===== config.mk =====
export PLATFORM = sky130hd
export DESIGN_NAME = srx_channel
export DESIGN_NICKNAME = d
export VERILOG_FILES = /design/src/rtl/srx_pkg.sv /design/src/rtl/srx_baud.sv /design/src/rtl/srx_frame.sv /design/src/rtl/srx_regs.sv /design/src/rtl/srx_channel.sv
export SDC_FILE = /design/constraint.sdc
export NUM_CORES = 1
export LEC_CHECK = 0
export BUFFER_PORTS_ARGS = -buffer_cell sky130_fd_sc_hd__buf_2
export CAP_MARGIN = 10
export CORE_ASPECT_RATIO = 0.9
export CORE_MARGIN = 2
export CORE_UTILIZATION = 55
export DETAILED_ROUTE_END_ITERATION = 16
export PLACE_DENSITY_LB_ADDON = 0.05
export SETUP_SLACK_MARGIN = 0.15
export SLEW_MARGIN = 10
export SYNTH_ARGS = -nofsm -noshare
export SYNTH_HDL_FRONTEND = slang
export SYNTH_SLANG_ARGS = --single-unit

===== constraint.sdc =====
create_clock -name clk -period 4.6 [get_ports clk]
set_input_delay 0 -clock clk [delete_from_list [all_inputs] [get_ports clk]]
set_output_delay 0 -clock clk [all_outputs]
set_load 0.1 [all_outputs]

===== src/rtl/srx_pkg.sv =====
package srx_pkg;
  localparam int SRX_DATA_W = 8;
  localparam int SRX_ADDR_W = 2;

  localparam logic [SRX_ADDR_W-1:0] A_CTRL = 2'd0;
  localparam logic [SRX_ADDR_W-1:0] A_STAT = 2'd1;
  localparam logic [SRX_ADDR_W-1:0] A_DATA = 2'd2;

  localparam int B_FULL = 0;
  localparam int B_OVR  = 1;
  localparam int B_PER  = 2;
  localparam int B_FER  = 3;
  localparam int B_LINE = 7;

  typedef enum logic [2:0] {
    ST_IDLE,
    ST_START,
    ST_DATA,
    ST_PAR,
    ST_STOP
  } rx_state_e;

  typedef struct packed {
    logic [SRX_DATA_W-1:0] data;
    logic                  par_err;
    logic                  frm_err;
  } rx_result_t;
endpackage


===== src/rtl/srx_baud.sv =====
module srx_baud #(
  parameter int DIV_W = 16
) (
  input  logic             clk,
  input  logic             rst_n,
  input  logic             en_i,
  input  logic [DIV_W-1:0] div_i,
  output logic             tick_o
);
  logic [DIV_W-1:0] cnt_q, cnt_d;

  always_comb begin
    if (!en_i)            cnt_d = div_i;
    else if (cnt_q == '0) cnt_d = div_i;
    else                  cnt_d = cnt_q - 1'b1;
  end

  always_ff @(posedge clk or negedge rst_n) begin
    if (!rst_n) cnt_q <= '0;
    else        cnt_q <= cnt_d;
  end

  assign tick_o = en_i && (cnt_q == '0);

  // ticks are spaced by the divider
  p_tick_spacing_r2: assert property (@(posedge clk) disable iff (!rst_n)
    (tick_o && div_i != '0 && $stable(div_i)) |=> !tick_o);
endmodule


===== src/rtl/srx_frame.sv =====
module srx_frame
  import srx_pkg::*;
#(
  parameter int OSR    = 16,
  parameter int DATA_W = SRX_DATA_W
) (
  input  logic       clk,
  input  logic       rst_n,
  input  logic       en_i,
  input  logic       tick_i,
  input  logic       rxd_i,
  input  logic       par_en_i,
  input  logic       par_odd_i,
  output logic       done_o,
  output rx_result_t result_o
);
  localparam int OSR_W = $clog2(OSR);
  localparam int BIT_W = $clog2(DATA_W);
  localparam logic [OSR_W-1:0] HALF_LAST = OSR_W'(OSR / 2 - 1);
  localparam logic [OSR_W-1:0] FULL_LAST = OSR_W'(OSR - 1);
  localparam logic [BIT_W-1:0] BIT_LAST  = BIT_W'(DATA_W - 1);

  rx_state_e         state_q, state_d;
  logic [OSR_W-1:0]  tcnt_q, tcnt_d;
  logic [BIT_W-1:0]  bcnt_q, bcnt_d;
  logic [DATA_W-1:0] shift_q, shift_d;
  logic              par_q, par_d;
  logic              done_q, done_d;
  rx_result_t        res_q, res_d;

  always_comb begin
    state_d = state_q;
    tcnt_d  = tcnt_q;
    bcnt_d  = bcnt_q;
    shift_d = shift_q;
    par_d   = par_q;
    done_d  = 1'b0;
    res_d   = res_q;
    unique case (state_q)
      ST_IDLE: begin
        if (!rxd_i) begin
          state_d = ST_START;
          tcnt_d  = '0;
        end
      end
      ST_START: begin
        if (tick_i) begin
          if (tcnt_q == HALF_LAST) begin
            tcnt_d = '0;
            bcnt_d = '0;
            par_d  = 1'b0;
            state_d = rxd_i ? ST_IDLE : ST_DATA;
          end else begin
            tcnt_d = tcnt_q + 1'b1;
          end
        end
      end
      ST_DATA: begin
        if (tick_i) begin
          if (tcnt_q == FULL_LAST) begin
            tcnt_d  = '0;
            shift_d = {rxd_i, shift_q[DATA_W-1:1]};
            par_d   = par_q ^ rxd_i;
            if (bcnt_q == BIT_LAST) state_d = par_en_i ? ST_PAR : ST_STOP;
            else                    bcnt_d  = bcnt_q + 1'b1;
          end else begin
            tcnt_d = tcnt_q + 1'b1;
          end
        end
      end
      ST_PAR: begin
        if (tick_i) begin
          if (tcnt_q == FULL_LAST) begin
            tcnt_d  = '0;
            par_d   = par_q ^ rxd_i;
            state_d = ST_STOP;
          end else begin
            tcnt_d = tcnt_q + 1'b1;
          end
        end
      end
      ST_STOP: begin
        if (tick_i) begin
          if (tcnt_q == FULL_LAST) begin
            tcnt_d        = '0;
            done_d        = 1'b1;
            res_d.data    = shift_q;
            res_d.frm_err = !rxd_i;
            res_d.par_err = par_en_i && (par_q != par_odd_i);
            state_d       = ST_IDLE;
          end else begin
            tcnt_d = tcnt_q + 1'b1;
          end
        end
      end
      default: state_d = ST_IDLE;
    endcase
    if (!en_i) begin
      state_d = ST_IDLE;
      done_d  = 1'b0;
    end
  end

  always_ff @(posedge clk or negedge rst_n) begin
    if (!rst_n) begin
      state_q <= ST_IDLE;
      tcnt_q  <= '0;
      bcnt_q  <= '0;
      shift_q <= '0;
      par_q   <= 1'b0;
      done_q  <= 1'b0;
      res_q   <= '0;
    end else begin
      state_q <= state_d;
      tcnt_q  <= tcnt_d;
      bcnt_q  <= bcnt_d;
      shift_q <= shift_d;
      par_q   <= par_d;
      done_q  <= done_d;
      res_q   <= res_d;
    end
  end

  assign done_o   = done_q;
  assign result_o = res_q;

  // a start bit seen high again at mid-bit returns to idle
  p_glitch_idle_r11: assert property (@(posedge clk) disable iff (!rst_n)
    (en_i && state_q == ST_START && tick_i && tcnt_q == HALF_LAST && rxd_i)
      |=> state_q == ST_IDLE);
  // disabled receiver stays idle and reports nothing
  p_disabled_idle_r10: assert property (@(posedge clk) disable iff (!rst_n)
    !en_i |=> (state_q == ST_IDLE && !done_o));
endmodule


===== src/rtl/srx_regs.sv =====
module srx_regs
  import srx_pkg::*;
#(
  parameter int ADDR_W = SRX_ADDR_W,
  parameter int DATA_W = SRX_DATA_W
) (
  input  logic              clk,
  input  logic              rst_n,
  input  logic [ADDR_W-1:0] addr_i,
  input  logic              rd_i,
  input  logic              wr_i,
  input  logic [DATA_W-1:0] wdata_i,
  output logic [DATA_W-1:0] rdata_o,
  input  logic              dma_ack_i,
  input  logic              done_i,
  input  rx_result_t        result_i,
  input  logic              line_i,
  output logic              rx_en_o,
  output logic              par_en_o,
  output logic              par_odd_o,
  output logic              irq_o
);
  localparam int NFLAG = 4;

  logic [2:0]        ctrl_q, ctrl_d;
  logic [NFLAG-1:0]  flags_q, flags_d;
  logic [NFLAG-1:0]  arm_q, arm_d;
  logic [DATA_W-1:0] data_q, data_d;
  logic              irq_q, irq_d;

  logic             stat_wr, stat_rd, ctrl_wr;
  logic [NFLAG-1:0] clr_mask, set_mask;
  logic             err_any, accept, clean;

  assign stat_wr  = wr_i && (addr_i == A_STAT);
  assign stat_rd  = rd_i && (addr_i == A_STAT);
  assign ctrl_wr  = wr_i && (addr_i == A_CTRL);
  assign err_any  = flags_q[B_OVR] | flags_q[B_PER] | flags_q[B_FER];
  assign accept   = done_i && ctrl_q[0] && !err_any;
  assign clean    = !result_i.frm_err && !result_i.par_err;

  always_comb begin
    clr_mask = stat_wr ? (arm_q & ~wdata_i[NFLAG-1:0]) : '0;
    if (dma_ack_i) clr_mask[B_FULL] = 1'b1;
    set_mask          = '0;
    set_mask[B_FULL]  = accept && clean && !flags_q[B_FULL];
    set_mask[B_OVR]   = accept && clean && flags_q[B_FULL];
    set_mask[B_PER]   = accept && !result_i.frm_err && result_i.par_err;
    set_mask[B_FER]   = accept && result_i.frm_err;
  end

  always_comb begin
    flags_d = set_mask | (flags_q & ~clr_mask);
    arm_d   = (stat_rd ? flags_q : arm_q) & flags_d & ~set_mask;
    data_d  = set_mask[B_FULL] ? result_i.data : data_q;
    irq_d   = set_mask[B_FULL];
    ctrl_d  = ctrl_wr ? wdata_i[2:0] : ctrl_q;
  end

  always_ff @(posedge clk or negedge rst_n) begin
    if (!rst_n) begin
      ctrl_q  <= '0;
      flags_q <= '0;
      arm_q   <= '0;
      data_q  <= '0;
      irq_q   <= 1'b0;
    end else begin
      ctrl_q  <= ctrl_d;
      flags_q <= flags_d;
      arm_q   <= arm_d;
      data_q  <= data_d;
      irq_q   <= irq_d;
    end
  end

  always_comb begin
    rdata_o = '0;
    unique case (addr_i)
      A_CTRL: rdata_o[2:0] = ctrl_q;
      A_STAT: begin
        rdata_o[NFLAG-1:0] = flags_q;
        rdata_o[B_LINE]    = line_i;
      end
      A_DATA: rdata_o = data_q;
      default: rdata_o = '0;
    endcase
  end

  assign rx_en_o   = ctrl_q[0];
  assign par_en_o  = ctrl_q[1];
  assign par_odd_o = ctrl_q[2];
  assign irq_o     = irq_q;

  // interrupt only on a rising full flag
  p_irq_rise_r3: assert property (@(posedge clk) disable iff (!rst_n)
    irq_o |-> (flags_q[B_FULL] && !$past(flags_q[B_FULL])));
  // writing ones leaves every flag as it was
  p_wr1_noeffect_r4: assert property (@(posedge clk) disable iff (!rst_n)
    (stat_wr && wdata_i[NFLAG-1:0] == '1 && !dma_ack_i && !done_i)
      |=> flags_q == $past(flags_q));
  // overrun keeps the stored byte
  p_overrun_keep_r5: assert property (@(posedge clk) disable iff (!rst_n)
    (accept && clean && flags_q[B_FULL]) |=> (flags_q[B_OVR] && $stable(data_q)));
  // any error flag locks the data register
  p_error_lock_r6: assert property (@(posedge clk) disable iff (!rst_n)
    (done_i && err_any) |=> ($stable(data_q) && !irq_o));
  // controller acknowledge drops the full flag
  p_dma_clear_r9: assert property (@(posedge clk) disable iff (!rst_n)
    (dma_ack_i && !done_i) |=> !flags_q[B_FULL]);
endmodule


===== src/rtl/srx_channel.sv =====
module srx_channel
  import srx_pkg::*;
#(
  parameter int DIV_W       = 16,
  parameter int OSR         = 16,
  parameter int SYNC_STAGES = 2
) (
  input  logic             clk,
  input  logic             rst_n,
  input  logic             rxd_i,
  input  logic [DIV_W-1:0] baud_div_i,
  input  logic [1:0]       addr_i,
  input  logic             rd_i,
  input  logic             wr_i,
  input  logic [7:0]       wdata_i,
  output logic [7:0]       rdata_o,
  output logic             irq_o,
  input  logic             dma_ack_i
);
  logic [SYNC_STAGES-1:0] sync_q;
  logic       rxd_s, tick, done;
  logic       rx_en, par_en, par_odd;
  rx_result_t result;

  genvar g;
  generate
    for (g = 0; g < SYNC_STAGES; g++) begin : g_sync
      always_ff @(posedge clk or negedge rst_n) begin
        if (!rst_n) sync_q[g] <= 1'b1;
        else if (g == 0) sync_q[g] <= rxd_i;
        else sync_q[g] <= sync_q[(g == 0) ? 0 : g-1];
      end
    end
  endgenerate
  assign rxd_s = sync_q[SYNC_STAGES-1];

  srx_baud #(.DIV_W(DIV_W)) u_baud (
    .clk    (clk),
    .rst_n  (rst_n),
    .en_i   (rx_en),
    .div_i  (baud_div_i),
    .tick_o (tick)
  );

  srx_frame #(.OSR(OSR), .DATA_W(SRX_DATA_W)) u_frame (
    .clk       (clk),
    .rst_n     (rst_n),
    .en_i      (rx_en),
    .tick_i    (tick),
    .rxd_i     (rxd_s),
    .par_en_i  (par_en),
    .par_odd_i (par_odd),
    .done_o    (done),
    .result_o  (result)
  );

  srx_regs #(.ADDR_W(SRX_ADDR_W), .DATA_W(SRX_DATA_W)) u_regs (
    .clk       (clk),
    .rst_n     (rst_n),
    .addr_i    (addr_i),
    .rd_i      (rd_i),
    .wr_i      (wr_i),
    .wdata_i   (wdata_i),
    .rdata_o   (rdata_o),
    .dma_ack_i (dma_ack_i),
    .done_i    (done),
    .result_i  (result),
    .line_i    (rxd_s),
    .rx_en_o   (rx_en),
    .par_en_o  (par_en),
    .par_odd_o (par_odd),
    .irq_o     (irq_o)
  );
endmodule


==> results.md <==
- Setup crit end kind: register
- Final TNS setup: 0 ps
- CP max stage cell: nand2b_1
- Commonest non-fill, non-tap cell in the layout: dfrtp_1
- Sequential share of power: 46.4%
- Total grt overflow: 0
- Post-Synth Simple-Gate Area: 18.87%
- All-Layer GR Usage: 22.00%
- Initial Util: 57.69%
- Drt first-iter violations: 123
- First-pass GRT wire length: 11420 um
- Most frequent cells in the layout: 66 x dfrtp_1, 41 x nand2_1, 36 x buf_2
- Cells after synthesis: 304
- Crit path required time: 4800 ps
- Clock latency at the later pin of the worst-skew pair: 360 ps
- Synth cell types: 47
- Vias: 2491
- Status: completed
- Sw frac: 31.30%
- Placement Setup Slack: 1866 ps
- CTS H-Tree Depth: 3
- Post-synth ARST share: 100.0%
- ANT nets after route: 0
- WL/cell: 15.19 um
- Synth warnings: 0
- Hold EP: u_regs.arm_q[3]
- Footprint of the multi-input gates: 1546 um^2
- Post-CTS sizing: 0
- Vias/cell: 5.661
- CTS tree: done
- Clk slew on worst S/H paths: 70 ps
- Synth Area in Adders: 3.390%
- Clk network pwr share: 34.5%
- Filler Cell Count: 454
- Initial antenna violation count: 0
- Worst Hold Class: input port to register
- Post-layout min period: 2716 ps
- Die H: 77.73 um
- # Max-Cap Violations: 0
- Ys flop type: dfrtp_1
- Crit-path cells: inv_1 > ha_1 > or4b_1 > nor4_4 > nand2b_1 > o21ai_0
- Worst r2r src: u_baud.cnt_q[0]
- Max-slew violations: 0
- Switching power: 500.8 uW
- WHS: 25.15 ps
- Row count: 26
- Setup CP Type: register to register
- Pwr dens: 400.5 nW/um^2
- Mapped cell area: 3322 um^2
- RSZ-0062 raised after global routing: no
- Worst hold path startpoint: wdata_i[3]
- Sequential Area: 1704 um^2
- Ports: 41
- Synth Area in Compound Gates: 9.944%
- CP arrival: 2910 ps
- Synth Register Bits: 68
- CTS Root Cell: clkbuf_8
- Reg2Reg Setup Slack: 1880 ps
- Clock skew: 7.678 ps
- Startpoint types: register
- Max-slew headroom: 43.65%
- Worst Path Buf+Inv: 1
- Synth Area in XOR/XNOR: 3.691%
- Layout cells sized above 1: 24.86%
- Post-synthesis area per instance: 10.93 um^2
- CP max FO: 28
- Nets: 406
- Chip Width: 85.92 um
- Area Growth Syn to Fin: 20.26%
- Final number of hold-violating endpoints: 0
- N_diodes: 0
- Internal power: 1099 uW
- Worst hold path depth: 3
- Syn Nets: 345
- Post-Route WL: 6684 um
- Sink Count: 68
- DRT Pass-1 Iters: 4
- CP top delay family: simple AND/OR/NAND/NOR gates
- Die area: 6679 um^2
- Residual DRC: 0
- Final period utilization: 59.05%
- Core ar.: 5758 um^2
- Largest family of logic cells by synthesized area: simple AND/OR/NAND/NOR gates
- I/O Buffers: 36
- Reg-to-reg endpoint: u_baud.cnt_q[5]
- Peak supply drop: 0.4026 mV
- TritonCTS buffer count: 9
- Final worst slack: 1884 ps
- Mux cell area share after synthesis: 10.66%
- Vias in the first global route: 2499
- GPL Wtd Cong: 0.8344
- Leakage: 0.001881 uW
- EDFF count, synth: 0
- Final setup fails: 0
- Measured slew at the worst slew-check pin: 845.2 ps
- Deepest clock path buffer count: 2
- Placed wire-length estimate: 4331 um
- FMAX: 0.3682 GHz
- Combinational Power Share: 19.0%
- Max incr delay on CP: 710 ps
- Largest net degree at the start of global routing: 69
- Register area share after synthesis: 51.30%
- Register-to-Register Path Depth: 6
registers in the layout, indices dropped and copies added, names as in the netlist:
register / flops
sync_q: 1
u_regs.data_q: 8
u_regs.ctrl_q: 3
rxd_s: 1
u_frame.shift_q: 8
u_regs.arm_q: 4
u_regs.irq_o: 1
u_frame.done_o: 1
u_frame.tcnt_q: 4
u_frame.bcnt_q: 3
u_baud.cnt_q: 16
u_frame.par_q: 1
u_regs.flags_q: 4
u_frame.state_q: 3
u_frame.result_o: 10
cell usage after synthesis (3+ instances only):
master    count  area (um^2)
nand2b_1      6        37.54
xor2_1        3        26.28
o211a_1       3        30.03
nor2_1       16        60.06
nand2_1      41        153.9
or4_1         3        22.52
or3_1         4        25.02
inv_1         7        26.28
a21oi_1       4        20.02
buf_2         3        15.01
mux2i_1       5        50.05
xnor2_1      11        96.34
nor3_1        7        35.03
o21ai_0      29        145.1
dfrtp_1      66         1652
and2_1        4        25.02
nor4_1        3        18.77
a222oi_1      3        30.03
a31oi_1       3        18.77
clkbuf_1      5        18.77
ha_1          9        112.6
nor2b_1       3        18.77
nand4b_1      4        35.03
mux2_2       27        304.0
nand3_1       7        35.03
power groups by stage:
| stage | Combinational, uW | Sequential (uW) | Clock [uW] |
|---|---|---|---|
| 6_report | 305 | 743 | 552 |
| 5_1_grt | 346 | 754 | 587 |
| 4_1_cts | 306 | 741 | 563 |
| 3_5_place_dp | 290 | 752 | 0 |
| 3_3_place_gp | 281 | 750 | 0 |
| 2_1_floorplan | 240 | 717 | 0 |
timing repair:
action	in CTS	in global routing
hold buffers	22	0
endpoints found under the hold margin	88	0
setup buffers	0	0
worst max path at each step:
stage / to / cells past startpoint / startpoint / slack (ps)
after floorplan: u_frame.shift_q[0] / 7 / u_baud.cnt_q[0] / 2350
after global placement: u_baud.cnt_q[15] / 7 / u_baud.cnt_q[0] / 1940
after detailed placement: u_baud.cnt_q[13] / 6 / u_baud.cnt_q[0] / 1870
after CTS: u_baud.cnt_q[5] / 6 / u_baud.cnt_q[0] / 1840
after global routing: u_baud.cnt_q[13] / 6 / u_baud.cnt_q[0] / 1500
final: u_baud.cnt_q[5] / 6 / u_baud.cnt_q[0] / 1880
area by class of cell:
cell class,instances,area share [%]
Sequential cell,68,42.66
Multi-Input combinational cell,220,38.71
Timing Repair Buffer,59,10.21
Clock buffer,9,3.101
Clock inverter,7,2.474
Tap cell,70,2.192
Inverter,7,0.6577
routing by layer:
| metal | up-vias | part of all wire [%] | wire length (um) | track usage [%] |
|---|---|---|---|---|
| li1 | 1217 | - | - | - |
| met1 | 1220 | 47 | 3124 | 28.09 |
| met2 | 44 | 48 | 3213 | 35.74 |
| met3 | 10 | 3.3 | 223 | 6.064 |
| met4 | 0 | 1.8 | 123 | 8.095 |
| met5 | - | 0 | 0 | 0 |
per-stage QoR:
| stage | cells | util [%] | power (uW) | cell area [um^2] |
|---|---|---|---|---|
| global placement | 402 | 61.69 | 1031 | 3552 |
| detailed placement | 402 | 61.69 | 1042 | 3552 |
| finish | 440 | 69.38 | 1600 | 3995 |
| CTS | 440 | 69.38 | 1611 | 3995 |
| floorplan | 304 | - | 957.6 | 3322 |
| global route | 440 | 69.38 | 1688 | 3995 |
logic make-up (layout without fill, tap and decap cells):
family | count (synthesis) | after routing
AO/OA/AOI/OAI | 52 | 52
adder cells (fa/ha/maj) | 9 | 9
AND/OR/NAND/NOR | 113 | 113
flip-flops | 68 | 68
multiplexers | 32 | 32
XOR/XNOR | 14 | 14
buffers and inverters | 16 | 82
worst min-delay path, stage by stage:
cell	delay (ps)
buf_2	70
nand4b_1	130
o211a_1	150
Power figures use the tool's default switching activity.
